$ cat src/rtl/sata_bringup_pkg.sv
package sata_bringup_pkg;

  localparam int CMD_ADDR_W = 8;
  localparam int CMD_DATA_W = 8;
  localparam int NUM_CMDS   = 10;
  localparam int IDX_W      = $clog2(NUM_CMDS);

  typedef enum logic [1:0] {
    RES_OK     = 2'd0,
    RES_NO_PLL = 2'd1,
    RES_NO_CAL = 2'd2
  } result_e;

  typedef struct packed {
    logic                  write;
    logic [CMD_ADDR_W-1:0] addr;
    logic [CMD_DATA_W-1:0] data;
  } cmd_t;

  // Fixed tuning list; entries 2 and 3 read back the impedance registers.
  function automatic cmd_t cmd_at(input logic [IDX_W-1:0] idx,
                                  input logic [CMD_DATA_W-1:0] imp);
    cmd_t c;
    c = '{write: 1'b1, addr: '0, data: '0};
    case (idx)
      IDX_W'(0): begin c.addr = 8'h03; c.data = imp; end
      IDX_W'(1): begin c.addr = 8'h09; c.data = imp; end
      IDX_W'(2): begin c.write = 1'b0; c.addr = 8'h03; end
      IDX_W'(3): begin c.write = 1'b0; c.addr = 8'h09; end
      IDX_W'(4): begin c.addr = 8'h18; c.data = 8'h64; end
      IDX_W'(5): begin c.addr = 8'h19; c.data = 8'h70; end
      IDX_W'(6): begin c.addr = 8'h1a; c.data = 8'h69; end
      IDX_W'(7): begin c.addr = 8'h0a; c.data = 8'h15; end
      IDX_W'(8): begin c.addr = 8'h16; c.data = 8'h00; end
      default:   begin c.addr = 8'h80; c.data = 8'h01; end
    endcase
    return c;
  endfunction

endpackage

$ cat src/rtl/sata_bringup_us_timer.sv
module sata_bringup_us_timer #(
  parameter int CLKS_PER_US = 125,
  parameter int US_W        = 4
) (
  input  logic            clk,
  input  logic            rst_n,
  input  logic            start_i,
  input  logic [US_W-1:0] len_i,
  output logic            expired_o
);

  localparam int PRE_W = (CLKS_PER_US > 1) ? $clog2(CLKS_PER_US) : 1;

  logic [PRE_W-1:0] pre_q;
  logic [US_W-1:0]  left_q;
  logic             run_q;

  always_ff @(posedge clk or negedge rst_n) begin
    if (!rst_n) begin
      pre_q     <= '0;
      left_q    <= '0;
      run_q     <= 1'b0;
      expired_o <= 1'b0;
    end else begin
      expired_o <= 1'b0;
      if (start_i) begin
        pre_q  <= '0;
        left_q <= len_i;
        run_q  <= 1'b1;
      end else if (run_q) begin
        if (pre_q == PRE_W'(CLKS_PER_US - 1)) begin
          pre_q <= '0;
          if (left_q <= US_W'(1)) begin
            run_q     <= 1'b0;
            expired_o <= 1'b1;
          end else begin
            left_q <= left_q - US_W'(1);
          end
        end else begin
          pre_q <= pre_q + PRE_W'(1);
        end
      end
    end
  end

endmodule

$ cat src/rtl/sata_bringup_retry.sv
module sata_bringup_retry #(
  parameter int LIMIT = 100
) (
  input  logic clk,
  input  logic rst_n,
  input  logic clr_i,
  input  logic inc_i,
  output logic last_o
);

  localparam int CW = $clog2(LIMIT + 1);

  logic [CW-1:0] cnt_q;

  always_ff @(posedge clk or negedge rst_n) begin
    if (!rst_n)      cnt_q <= '0;
    else if (clr_i)  cnt_q <= '0;
    else if (inc_i)  cnt_q <= cnt_q + CW'(1);
  end

  assign last_o = (cnt_q == CW'(LIMIT - 1));

endmodule

$ cat src/rtl/sata_phy_bringup.sv
module sata_phy_bringup
  import sata_bringup_pkg::*;
#(
  parameter int CLKS_PER_US = 125,
  parameter int CTRL_RST_US = 1,
  parameter int PLL_TRIES   = 100,
  parameter int PLL_GAP_US  = 1,
  parameter int PMA_TRIES   = 1000,
  parameter int PMA_GAP_US  = 10
) (
  input  logic                  clk,
  input  logic                  rst_n,
  input  logic                  start_i,
  input  logic                  ext_osc_i,
  input  logic                  pll_lock_i,
  input  logic                  pma_rdy_i,
  input  logic [CMD_DATA_W-1:0] imped_i,
  output logic                  phy_rst_n_o,
  output logic                  txdeemp_en_o,
  output logic                  txdeemp_sel_o,
  output logic                  ctrl_rst_n_o,
  output logic                  phy_cfg_rst_n_o,
  output logic                  rx_ena_o,
  output logic                  tx_ena_o,
  output logic                  refclk_path_sel_o,
  output logic [3:0]            clkreq_ovr_o,
  output logic                  cmd_valid_o,
  input  logic                  cmd_ready_i,
  output logic                  cmd_write_o,
  output logic [CMD_ADDR_W-1:0] cmd_addr_o,
  output logic [CMD_DATA_W-1:0] cmd_wdata_o,
  input  logic [CMD_DATA_W-1:0] rd_data_i,
  output logic                  done_o,
  output logic [1:0]            status_o,
  output logic                  warn_o
);

  localparam int MAX_A  = (CTRL_RST_US > PLL_GAP_US) ? CTRL_RST_US : PLL_GAP_US;
  localparam int MAX_US = (MAX_A > PMA_GAP_US) ? MAX_A : PMA_GAP_US;
  localparam int US_W   = $clog2(MAX_US + 1);

  typedef enum logic [3:0] {
    S_IDLE, S_CFG, S_PHY_REL, S_DEEMP, S_CRST_REL, S_CRST_WAIT,
    S_CRST_ASSERT, S_CRST_REL2, S_CFG_REL, S_PLL_CHK, S_PLL_WAIT,
    S_PMA_CHK, S_PMA_WAIT, S_CMD, S_DONE
  } state_e;

  state_e                state_q;
  logic [IDX_W-1:0]      idx_q;
  logic [CMD_DATA_W-1:0] imp_q;
  logic [1:0]            status_q;
  cmd_t                  cur_cmd;

  logic            tmr_start, tmr_expired;
  logic [US_W-1:0] tmr_len;
  logic            pll_last, pma_last;
  logic            pll_fail_chk, pma_fail_chk, cmd_fire;

  assign pll_fail_chk = (state_q == S_PLL_CHK) && !pll_lock_i;
  assign pma_fail_chk = (state_q == S_PMA_CHK) && !pma_rdy_i;
  assign cur_cmd      = cmd_at(idx_q, imp_q);
  assign cmd_valid_o  = (state_q == S_CMD);
  assign cmd_write_o  = cmd_valid_o & cur_cmd.write;
  assign cmd_addr_o   = cmd_valid_o ? cur_cmd.addr : '0;
  assign cmd_wdata_o  = cmd_valid_o ? cur_cmd.data : '0;
  assign cmd_fire     = cmd_valid_o && cmd_ready_i;
  assign done_o       = (state_q == S_DONE);
  assign status_o     = status_q;

  always_comb begin
    tmr_start = 1'b0;
    tmr_len   = US_W'(CTRL_RST_US);
    if (state_q == S_CRST_REL) begin
      tmr_start = 1'b1;
    end else if (pll_fail_chk && !pll_last) begin
      tmr_start = 1'b1;
      tmr_len   = US_W'(PLL_GAP_US);
    end else if (pma_fail_chk && !pma_last) begin
      tmr_start = 1'b1;
      tmr_len   = US_W'(PMA_GAP_US);
    end
  end

  sata_bringup_us_timer #(.CLKS_PER_US(CLKS_PER_US), .US_W(US_W)) i_timer (
    .clk(clk), .rst_n(rst_n), .start_i(tmr_start), .len_i(tmr_len),
    .expired_o(tmr_expired)
  );

  sata_bringup_retry #(.LIMIT(PLL_TRIES)) i_pll_retry (
    .clk(clk), .rst_n(rst_n), .clr_i(state_q == S_CFG_REL),
    .inc_i(pll_fail_chk && !pll_last), .last_o(pll_last)
  );

  sata_bringup_retry #(.LIMIT(PMA_TRIES)) i_pma_retry (
    .clk(clk), .rst_n(rst_n), .clr_i((state_q == S_PLL_CHK) && pll_lock_i),
    .inc_i(pma_fail_chk && !pma_last), .last_o(pma_last)
  );

  always_ff @(posedge clk or negedge rst_n) begin
    if (!rst_n) begin
      state_q           <= S_IDLE;
      idx_q             <= '0;
      imp_q             <= '0;
      status_q          <= RES_OK;
      warn_o            <= 1'b0;
      phy_rst_n_o       <= 1'b0;
      txdeemp_en_o      <= 1'b0;
      txdeemp_sel_o     <= 1'b0;
      ctrl_rst_n_o      <= 1'b0;
      phy_cfg_rst_n_o   <= 1'b0;
      rx_ena_o          <= 1'b0;
      tx_ena_o          <= 1'b0;
      refclk_path_sel_o <= 1'b0;
      clkreq_ovr_o      <= '0;
    end else begin
      case (state_q)
        S_IDLE: if (start_i) begin
          phy_rst_n_o     <= 1'b0;
          ctrl_rst_n_o    <= 1'b0;
          phy_cfg_rst_n_o <= 1'b0;
          txdeemp_en_o    <= 1'b0;
          txdeemp_sel_o   <= 1'b0;
          warn_o          <= 1'b0;
          imp_q           <= imped_i;
          state_q         <= S_CFG;
        end
        S_CFG: begin
          rx_ena_o          <= ext_osc_i;
          tx_ena_o          <= !ext_osc_i;
          refclk_path_sel_o <= 1'b1;
          clkreq_ovr_o      <= '1;
          state_q           <= S_PHY_REL;
        end
        S_PHY_REL: begin
          phy_rst_n_o <= 1'b1;
          state_q     <= S_DEEMP;
        end
        S_DEEMP: begin
          txdeemp_en_o  <= 1'b1;
          txdeemp_sel_o <= 1'b1;
          state_q       <= S_CRST_REL;
        end
        S_CRST_REL: begin
          ctrl_rst_n_o <= 1'b1;
          state_q      <= S_CRST_WAIT;
        end
        S_CRST_WAIT: if (tmr_expired) state_q <= S_CRST_ASSERT;
        S_CRST_ASSERT: begin
          ctrl_rst_n_o <= 1'b0;
          state_q      <= S_CRST_REL2;
        end
        S_CRST_REL2: begin
          ctrl_rst_n_o <= 1'b1;
          state_q      <= S_CFG_REL;
        end
        S_CFG_REL: begin
          phy_cfg_rst_n_o <= 1'b1;
          state_q         <= S_PLL_CHK;
        end
        S_PLL_CHK: begin
          if (pll_lock_i)    state_q <= S_PMA_CHK;
          else if (pll_last) begin
            status_q <= RES_NO_PLL;
            state_q  <= S_DONE;
          end else           state_q <= S_PLL_WAIT;
        end
        S_PLL_WAIT: if (tmr_expired) state_q <= S_PLL_CHK;
        S_PMA_CHK: begin
          if (pma_rdy_i) begin
            idx_q   <= '0;
            state_q <= S_CMD;
          end else if (pma_last) begin
            status_q <= RES_NO_CAL;
            state_q  <= S_DONE;
          end else state_q <= S_PMA_WAIT;
        end
        S_PMA_WAIT: if (tmr_expired) state_q <= S_PMA_CHK;
        S_CMD: if (cmd_fire) begin
          if (!cur_cmd.write && (rd_data_i != imp_q)) warn_o <= 1'b1;
          if (idx_q == IDX_W'(NUM_CMDS - 1)) begin
            status_q <= RES_OK;
            state_q  <= S_DONE;
          end else begin
            idx_q <= idx_q + IDX_W'(1);
          end
        end
        default: state_q <= S_IDLE;
      endcase
    end
  end

endmodule

$ cat config.mk
export PLATFORM = sky130hd
export DESIGN_NAME = sata_phy_bringup
export DESIGN_NICKNAME = d
export VERILOG_FILES = /design/src/rtl/sata_bringup_pkg.sv /design/src/rtl/sata_bringup_us_timer.sv /design/src/rtl/sata_bringup_retry.sv /design/src/rtl/sata_phy_bringup.sv
export SDC_FILE = /design/constraint.sdc
export NUM_CORES = 1
export LEC_CHECK = 0
export CORE_ASPECT_RATIO = 1.4
export CORE_MARGIN = 2
export CORE_UTILIZATION = 60
export CTS_BUF_LIST = sky130_fd_sc_hd__clkbuf_8
export CTS_CLUSTER_DIAMETER = 30
export CTS_CLUSTER_SIZE = 30
export DETAILED_ROUTE_END_ITERATION = 12
export PLACE_DENSITY = 0.95
export SLEW_MARGIN = 5
export SYNTH_ARGS = -nofsm -noshare
export SYNTH_HDL_FRONTEND = slang
export SYNTH_HIERARCHICAL = 1
export SYNTH_SLANG_ARGS = --single-unit
$ cat constraint.sdc
create_clock -name clk -period 5.3 [get_ports clk]
set_clock_uncertainty 0.1 [all_clocks]
set_input_delay 0.53 -clock clk [delete_from_list [all_inputs] [get_ports clk]]
set_output_delay 0.53 -clock clk [all_outputs]
set_load 0.05 [all_outputs]
==> Word-level counts from Yosys, hierarchy flattened <==
Index checks and enable logic that the tools add are counted.
{ "classes": {"addsub": 5, "order_cmp": 1, "eq_ne": 41, "muxes": 60, "bitwise_logic": 1, "reduce_logical": 41} }
{ "ops": {"columns": ["cell", "count"], "rows": [
  ["two-way mux 4 bit", 16],
  ["case mux 4 bit (14 select lines)", 1],
  ["case mux 8 bit (7 select lines)", 1],
  ["case mux 8 bit (6 select lines)", 1],
  ["== test 4 bit, second input constant", 9],
  ["two-way mux 7 bit", 5],
  ["== test 4 x 3 -> 1 bit, second input constant", 8],
  ["two-way mux 10 bit", 2],
  ["nonzero test 2 bit", 9],
  ["== test 4 x 2 -> 1 bit, second input constant", 4],
  ["two-way mux 2 bit", 8],
  ["two-way mux 8 bit", 2],
  ["two-way mux 1 bit", 15],
  ["adder 7 x 1 -> 7 bit, second input constant", 2],
  ["== test 7 bit, second input constant", 2],
  ["inequality test 2 x 1 -> 1 bit, second input constant", 7],
  ["inequality test 2 bit, second input constant", 7],
  ["adder 10 x 1 -> 10 bit, second input constant", 1],
  ["== test 10 bit, second input constant", 1],
  ["AND reduction 2 bit", 5],
  ["OR reduction 2 bit", 5],
  ["== test 4 x 1 -> 1 bit, second input constant", 2],
  ["logical NOT 4 bit", 2],
  ["inequality test 8 bit", 1],
  ["17 further kinds", 33]
]} }
{ "totals": {"reg_bits": 57, "in_bits": 23, "output_inout_bits": 34, "elab_cells": 168} }

==> Longest topological paths before layout <==
Gate-level depths: netlist (run 1).
{ "logic_depth": {"depth_word": 8, "depth_mapped": 11, "ltp_nobuf": 10} }

==> By module <==
Netlist (run 1), hierarchy kept.
{ "modules_own_cells": {"columns": ["module", "n_inst", "cells_per_inst", "area_each_um2", "seq_area_each_um2"], "rows": [
  ["sata_phy_bringup", 1, 201, 1829.3, 650.6],
  ["sata_bringup_us_timer", 1, 85, 772.0, 325.3],
  ["sata_bringup_retry (i_pma_retry)", 1, 51, 526.8, 250.2],
  ["sata_bringup_retry (i_pll_retry)", 1, 31, 326.6, 175.2]
]} }

==> Least setup slack after synthesis (run 1) <==
Ideal clock, no wire load.
{ "synth_path": {"path_type": "register to output", "from": "register idx_q[0]", "to": "output cmd_addr_o[4]", "arrival_ns": 2.085, "required_time_ns": 4.670, "setup_slack_ns": 2.585, "path_stages_with_launch": 7, "n_path_buf": 0, "path_cell_list": "dfrtp_1 -> inv_1 -> ha_1 -> nor2_1 -> a221oi_2 -> nand2_1 -> a21oi_1"} }
{ "synth_via": {"elab_chain_cells": 4} }
{ "synth_rtl": {"columns": ["item", "line", "source"], "rows": [
  ["start, declared", "sata_phy_bringup.sv:49", "logic [IDX_W-1:0] idx_q;"],
  ["start signal, assigned", "sata_phy_bringup.sv:184", "idx_q <= idx_q + IDX_W'(1);"],
  ["== test 4 x 2 -> 1 bit (tied with other cells)", "sata_bringup_pkg.sv:25", "case (idx)"],
  ["OR reduction 2 bit (no line)", null, null],
  ["case mux 8 bit (7 select lines) *", "sata_bringup_pkg.sv:25", null],
  ["two-way mux 8 bit *", "sata_phy_bringup.sv:64", "assign cmd_addr_o = cmd_valid_o ? cur_cmd.addr : '0;"],
  ["end, declared", "sata_phy_bringup.sv:30", "output logic [CMD_ADDR_W-1:0] cmd_addr_o,"]
]} }
Mark *: on every way between the ends. The rest lies on a longest branch, timed or not.

==> Final worst setup path (run 1) <==
{ "layout_path": {"from": "register idx_q[0]", "to": "output cmd_wdata_o[0]"} }
{ "layout_via": {"elab_chain_cells": 4} }
{ "layout_rtl": {"columns": ["item", "line", "source"], "rows": [
  ["== test 4 bit (tied with other cells)", "sata_bringup_pkg.sv:25", null],
  ["OR reduction 3 bit (no line) / OR reduction 2 bit (equally long branches)", null, null],
  ["case mux 8 bit (6 select lines) *", "sata_bringup_pkg.sv:25", null],
  ["two-way mux 8 bit *", "sata_phy_bringup.sv:65", "assign cmd_wdata_o = cmd_valid_o ? cur_cmd.data : '0;"],
  ["end, declared", "sata_phy_bringup.sv:31", "output logic [CMD_DATA_W-1:0] cmd_wdata_o,"]
]} }
Marks and branches as above.

==> metrics.yaml, run 1 <==
outcome:
  status: "finished clean"
power_and_ir_drop:
  power.total_uw: 768
  p_per_area_nw_per_um2: 189
  p_leak_nw: 1.69
  ir_drop_uv: 155
cts:
  clk_latency_ns: 0.31
  cts_tree: "yes"
  cts_sinks: 56
  cts_inserted_buffers: 5
  cts_max_level: 2
  hold_buffers: 0
  path_clk_slew_ns: 0.09
  postCtsSetupBuffers: 0
  cts_max_path_buffers: 2
  postCtsResizedCells: 0
  root_buffer: "clkbuf_8"
sta:
  hold_viol_final: 0
  fmax_mhz: 286
  fin_crit_sh_pct: 66.0
  final.setup.tns_ns: 0
  worstMarginPinSlew_ns: 0.817
  relSlewSlack_pct: 45.1
  setup_viol: 0
  rsz0062_at_grt: "false"
  holdWs_ns: 0.242
  drv_slew: 0
  post-route-min-period_ns: 3.50
logic_synthesis:
  yosys_register_bits: 56
  syn_inst: 368
  synth.distinct_cells: 75
  yosys-top-cells-count: "dfrtp_1 (56), nand2_1 (36), nor2_1 (32)"
  synth_top_cell_area_share_pct: 40.6
  yosys_most_used_dff: "dfrtp_1"
  synth-seq-area-share_pct: 40.6
  yosysMostFrequentCell: "dfrtp_1"
  syn_area_per_cell_um2: 9.39
  netlist_area_um2: 3450
  synth-edff-count: 0
  synth_largest_area_cell: "dfrtp_1"
  yosys_warnings: 6
  async_flop_share_pct: 100
  synthTopCellsByArea: "dfrtp_1 (41%), nand2_1 (3.9%), xor2_1 (3.8%)"
global_routing:
  grt_max_degree: 57
  grt_pass1_wl_um: 13400
  gr-total-overflow: 0
  antenna_found_initial: 0
  grt_pass1_vias: 2850
  track_usage_pct: 27.3
cells_and_area:
  syn_to_final_growth_pct: 17.6
  final_area_um2: 4060
  layout.nets: 443
  drive_above_1_share_pct: 10.2
  antenna_cells: 0
  instances_no_fill: 479
die:
  die_w_um: 68.1
  core_area_um2: 5530
  die-area_um2: 6390
  num_io_pins: 57
  die_height_um: 93.8
  fp-row-count: 32
  start_util_pct: 62.5
placed_design:
  routabilityCongestion: 0.950
  placed_cells: 471
  dpl_cell_area_um2: 3940
  hpwl_um: 5770
  numPortBuffers: 54
worst_setup_path:
  path_max_fanout: 8
  crit_path_start_kind: "flop"
  worst_setup_path_end_kind: "primary output"
  cp.required_ns: 4.67
  crit_arrival_ns: 2.87
  worst-setup-path-type: "reg2out"
drt:
  routedWlPerCell_um: 16.7
  ant_nets: 0
  first_pass_iters: 5
  vias_per_cell: 6.10
  num_vias: 2921
  routed_wl_um: 8020
  drc: 0
  drtIter0Drc: 227
min_path:
  worst_hold_path_type: "in2async"
job:
  cap_violations: 0
[worst paths after layout]
path,startpoint,end,slack [ns],cells after the start
max reg2reg,state_q[0],i_timer/pre_q[3],2.05,8
max in group asynchronous,rst_n,idx_q[1],4.40,2
max,idx_q[0],cmd_wdata_o[0],1.80,7
min reg2reg,tx_ena_o,tx_ena_o,0.39,2
min in group clk,tx_ena_o,tx_ena_o,0.39,2
min,rst_n,i_pll_retry/cnt_q[5],0.24,2
[logic make-up after synthesis]
family | share of synthesized area (%)
other cells | 0.109
fa+ha+maj | 3.62
flops | 40.6
compound gates | 15.9
mux | 4.71
xor+xnor | 5.07
buf+inv | 6.48
simple gates | 23.5
[report_power, final]
part	internal (mW)	switching (mW)	leakage [nW]
logic	0.0184	0.0198	0.914
clock network	0.167	0.133	0.0645
registers	0.428	0.00160	0.711
[registers in the layout (all words and copies together) (netlist names)]
register,count
i_pma_retry/cnt_q,10
imp_q,8
i_pll_retry/cnt_q,7
i_timer/pre_q,7
i_timer/left_q,4
idx_q,4
state_q,4
status_o,2
clkreq_ovr_o,1
ctrl_rst_n_o,1
i_timer/expired_o,1
i_timer/run_q,1
phy_cfg_rst_n_o,1
phy_rst_n_o,1
rx_ena_o,1
tx_ena_o,1
txdeemp_sel_o,1
warn_o,1
[worst max-delay path, stage by stage (launching register included)]
cell	delay [ns]
dfrtp_1	0.44
inv_1	0.10
ha_1	0.31
nor2_1	0.13
nor3_2	0.41
nand2_1	0.16
a31oi_1	0.19
clkdlybuf4s50_1	0.82
[per-stage QoR]
step / setup WS (ns) / utilization (%)
6_report: 1.80 / 73.5
5_1_grt: 1.62 / 73.5
3_5_place_dp: 2.15 / 71.2
3_3_place_gp: 2.25 / 71.2
2_1_floorplan: 2.59 / -
4_1_cts: 1.83 / 73.5
[final cells by class]
type	count	area, um^2
Inverter	18	70.1
Fill cell	412	1460
Sequential cell	56	1400
Clock buffer	7	96.3
Multi-Input combinational cell	274	1840
Clock inverter	1	30.0
Timing Repair Buffer	55	543
Tap cell	68	85.1
[cells in the final DEF, fill, tap and decap left out, types with 7 or more instances in the layout]
cell / count
clkbuf_8: 7
nand2_1: 36
dfrtp_1: 56
mux2_2: 10
ha_1: 10
nor3_1: 10
nor2_1: 32
o21ai_0: 13
a21oi_1: 24
inv_1: 16
xor2_1: 15
clkdlybuf4s50_1: 53
nand3_1: 13
nand4_1: 8
[layer usage]
metal  routed length (um)  vias to the layer above  share of wire, %  global-route usage, %
met4                  229                        0               2.9                   11.8
met2                 4410                       91                55                   47.5
met5                    0                        -                 0                      0
li1                     -                     1390                 -                      -
met3                  341                       21               4.3                   5.04
met1                 3030                     1419                38                   31.9
No activity file was read; power rests on OpenSTA's default activity.
==> run 2, diff against run 1 <==
--- a/config.mk
+++ b/config.mk
@@ -7,12 +7,12 @@
 export LEC_CHECK = 0
 export CORE_ASPECT_RATIO = 1.4
 export CORE_MARGIN = 2
-export CORE_UTILIZATION = 60
+export CORE_UTILIZATION = 56
 export CTS_BUF_LIST = sky130_fd_sc_hd__clkbuf_8
 export CTS_CLUSTER_DIAMETER = 30
 export CTS_CLUSTER_SIZE = 30
 export DETAILED_ROUTE_END_ITERATION = 12
-export PLACE_DENSITY = 0.95
+export PLACE_DENSITY = 0.92
 export SLEW_MARGIN = 5
 export SYNTH_ARGS = -nofsm -noshare
 export SYNTH_HDL_FRONTEND = slang
==> constraint.sdc (replaced) <==
create_clock -name clk -period 3.3 [get_ports clk]
set_clock_uncertainty 0.1 [all_clocks]
set_input_delay 0.33 -clock clk [delete_from_list [all_inputs] [get_ports clk]]
set_output_delay 0.33 -clock clk [all_outputs]
set_load 0.05 [all_outputs]
==> metrics.yaml, run 2 (same netlist as run 1, synthesis figures left out) <==
power_and_ir_drop:
  power_frac_comb_pct: 5.1  # about the same
  ir_drop_uv: 193  # +25%
  pwr-share-seq_pct: 57.4  # +1.4 points
  p_per_area_nw_per_um2: 294  # +55%
  p_leak_nw: 1.83  # +8.5%
  power.total_mw: 1.20  # +57%
  swShare_pct: 21.7  # +1.6 points
  p_sw_uw: 261  # +69%
  p_clk_share_pct: 37.5  # -1.5 points
  intPower_uw: 942  # +54%
drt:
  first_pass_iters: 5  # unchanged
  drtIter0Drc: 139  # -39%
  drt-met1-wl_um: 3040  # about the same
  wl_met2_um: 4260  # -3.5%
  wl_met3_um: 305  # -11%
  ant_nets: 0  # unchanged
  vias_per_cell: 6.01  # -1.4%
  drc: 0  # unchanged
  highest_layer: "met4"
  routed_wl_um: 7770  # -3.1%
  num_vias: 2917  # -0.14%
  routedWlPerCell_um: 16.0  # -4.3%
cts:
  root_buffer: "clkbuf_8"
  cts_sinks: 56  # unchanged
  cts_tree: "yes"
  path_clk_slew_ns: 0.10  # about the same
  clk_latency_ns: 0.32  # about the same
  cts_max_level: 2  # unchanged
  postCtsSetupBuffers: 0  # unchanged
  hold_buffers: 0  # unchanged
  cts_max_path_buffers: 2  # unchanged
  cts_inserted_buffers: 5  # unchanged
global_routing:
  grt_pass1_wl_um: 13500  # +0.25%
  track_usage_pct: 23.8  # -3.5 points
  antenna_found_initial: 0  # unchanged
  grt_pass1_vias: 2959  # +3.8%
  gr-total-overflow: 0  # unchanged
  grt_max_degree: 57  # unchanged
die:
  num_io_pins: 57  # unchanged
  fp-row-count: 33  # +3.1%
  die_w_um: 70.4  # +3.3%
  start_util_pct: 58.5  # -4.0 points
  core_area_um2: 5900  # +6.9%
  die-area_um2: 6820  # +6.8%
  die_height_um: 96.9  # +3.4%
cells_and_area:
  most-common-layout-cells: "dfrtp_1 (56), clkdlybuf4s50_1 (46), nand2_1 (36)"
  fin_util_pct: 69.4  # -4.1 points
  final_common_cell: "dfrtp_1"
  drive_above_1_share_pct: 11.1  # +0.87 points
  syn_to_final_growth_pct: 18.6
  layout.nets: 447  # +0.90%
  largest_reg_flops: 10  # unchanged
  regMostFlops: "i_pma_retry/cnt_q"
  antenna_cells: 0  # unchanged
  nFillCells: 447  # +8.5%
  instances_no_fill: 485  # +1.3%
  largestRegisters: "i_pma_retry/cnt_q (10), imp_q (8)"
sta:
  final.setup.tns_ns: 0  # unchanged
  hold_viol_final: 0  # unchanged
  rsz0062_at_grt: "false"
  relSlewSlack_pct: 43.4  # -1.6 points
  drv_slew: 0  # unchanged
  post-route-min-period_ns: 3.19
  worstMarginPinSlew_ns: 0.842  # +0.0245 ns
  fin_ws_ns: 0.115  # -1.69 ns
  fin_crit_sh_pct: 96.5
  fmax_mhz: 314
  setup_viol: 0  # unchanged
worst_setup_path:
  r2r_slack_ns: 0.46  # -1.59 ns
  worst-setup-path-type: "reg2out"
  cp.required_ns: 2.87  # -1.80 ns
  rr_startpoint: "i_pma_retry/cnt_q[1]"
  crit_arrival_ns: 2.76  # -0.11 ns
  rr_endpoint: "i_timer/left_q[3]"
  path_max_fanout: 8  # unchanged
  crit_path_start_kind: "flop"
  worst_setup_path_end_kind: "primary output"
  rr_worst_depth: 9  # +1
placed_design:
  numPortBuffers: 54  # unchanged
  hpwl_um: 5800  # +0.42%
  place_ws_ns: 0.458  # -1.69 ns
  routabilityCongestion: 0.884  # -7.0%
  placed_cells: 477  # +1.3%
min_path:
  worst_hold_path_type: "in2async"
outcome:
  status: "finished clean"
job:
  cap_violations: 0  # unchanged
-- run 2: cell types whose count changed in the layout (fill, tap and decap cells not counted) --
| cell | change |
|---|---|
| clkdlybuf4s50_1 | -7 |
| dlymetal6s2s_1 | +7 |
| buf_4 | +4 |
| clkbuf_8 | -2 |
| clkinv_2 | +1 |
| clkinvlp_4 | +1 |
-- run 2: worst max-delay path by stage --
stage,endpoint,from,depth (start not counted),slack [ns]
finish,cmd_wdata_o[0],idx_q[0],7,0.11
CTS,cmd_wdata_o[5],idx_q[0],7,0.1
floorplan,cmd_addr_o[4],idx_q[0],6,0.79
detailed placement,cmd_wdata_o[5],idx_q[0],7,0.46
global route,cmd_wdata_o[0],idx_q[0],7,0.01
global placement,cmd_wdata_o[5],idx_q[0],7,0.56
-- run 2: power by group through the flow --
stage / logic, mW / clock network [mW] / registers (mW)
2_1_floorplan: 0.0155 / 0 / 0.706
3_3_place_gp: 0.0610 / 0 / 0.704
3_5_place_dp: 0.0626 / 0 / 0.704
4_1_cts: 0.0629 / 0.459 / 0.691
5_1_grt: 0.0684 / 0.487 / 0.691
6_report: 0.0618 / 0.451 / 0.691
-- run 2: critical path: stages (launching register included) --
cell and delay [ns]:
dfrtp_1 0.45, inv_1 0.11, ha_1 0.28, nor2_1 0.12, nor3_2 0.36, nand2_1 0.10
a31oi_1 0.20, clkdlybuf4s50_1 0.83
-- run 2: area by class of cell --
class,instances,area (um^2),share of cell area (%)
Clock buffer,5,68.8,1.68
Clock inverter,3,42.5,1.04
Inverter,18,70.1,1.71
Multi-Input combinational cell,274,1840,44.8
Sequential cell,56,1400,34.2
Tap cell,70,87.6,2.14
Timing Repair Buffer,59,591,14.4
-- run 2: routing by layer --
layer  vias to the layer above  GRT usage [%]
li1                       1401              -
met1                      1423           27.4
met2                        76           44.3
met3                        17           3.02
met4                         0           8.14
met5                         -              0
-- run 2: through the flow --
step / instance area [um^2] / hold WS (ns)
after detailed placement: 3970 / 0.388
after global placement: 3970 / 0.364
final: 4100 / 0.0370
after global routing: 4100 / 0.110
after CTS: 4080 / 0.0654
after floorplan: 3460 / -0.0656
-- run 2: what timing repair did --
action | CTS | global route
setup endpoints to repair | 0 | 7
gates resized for setup | 0 | 7
endpoints found under the hold margin | 0 | 0
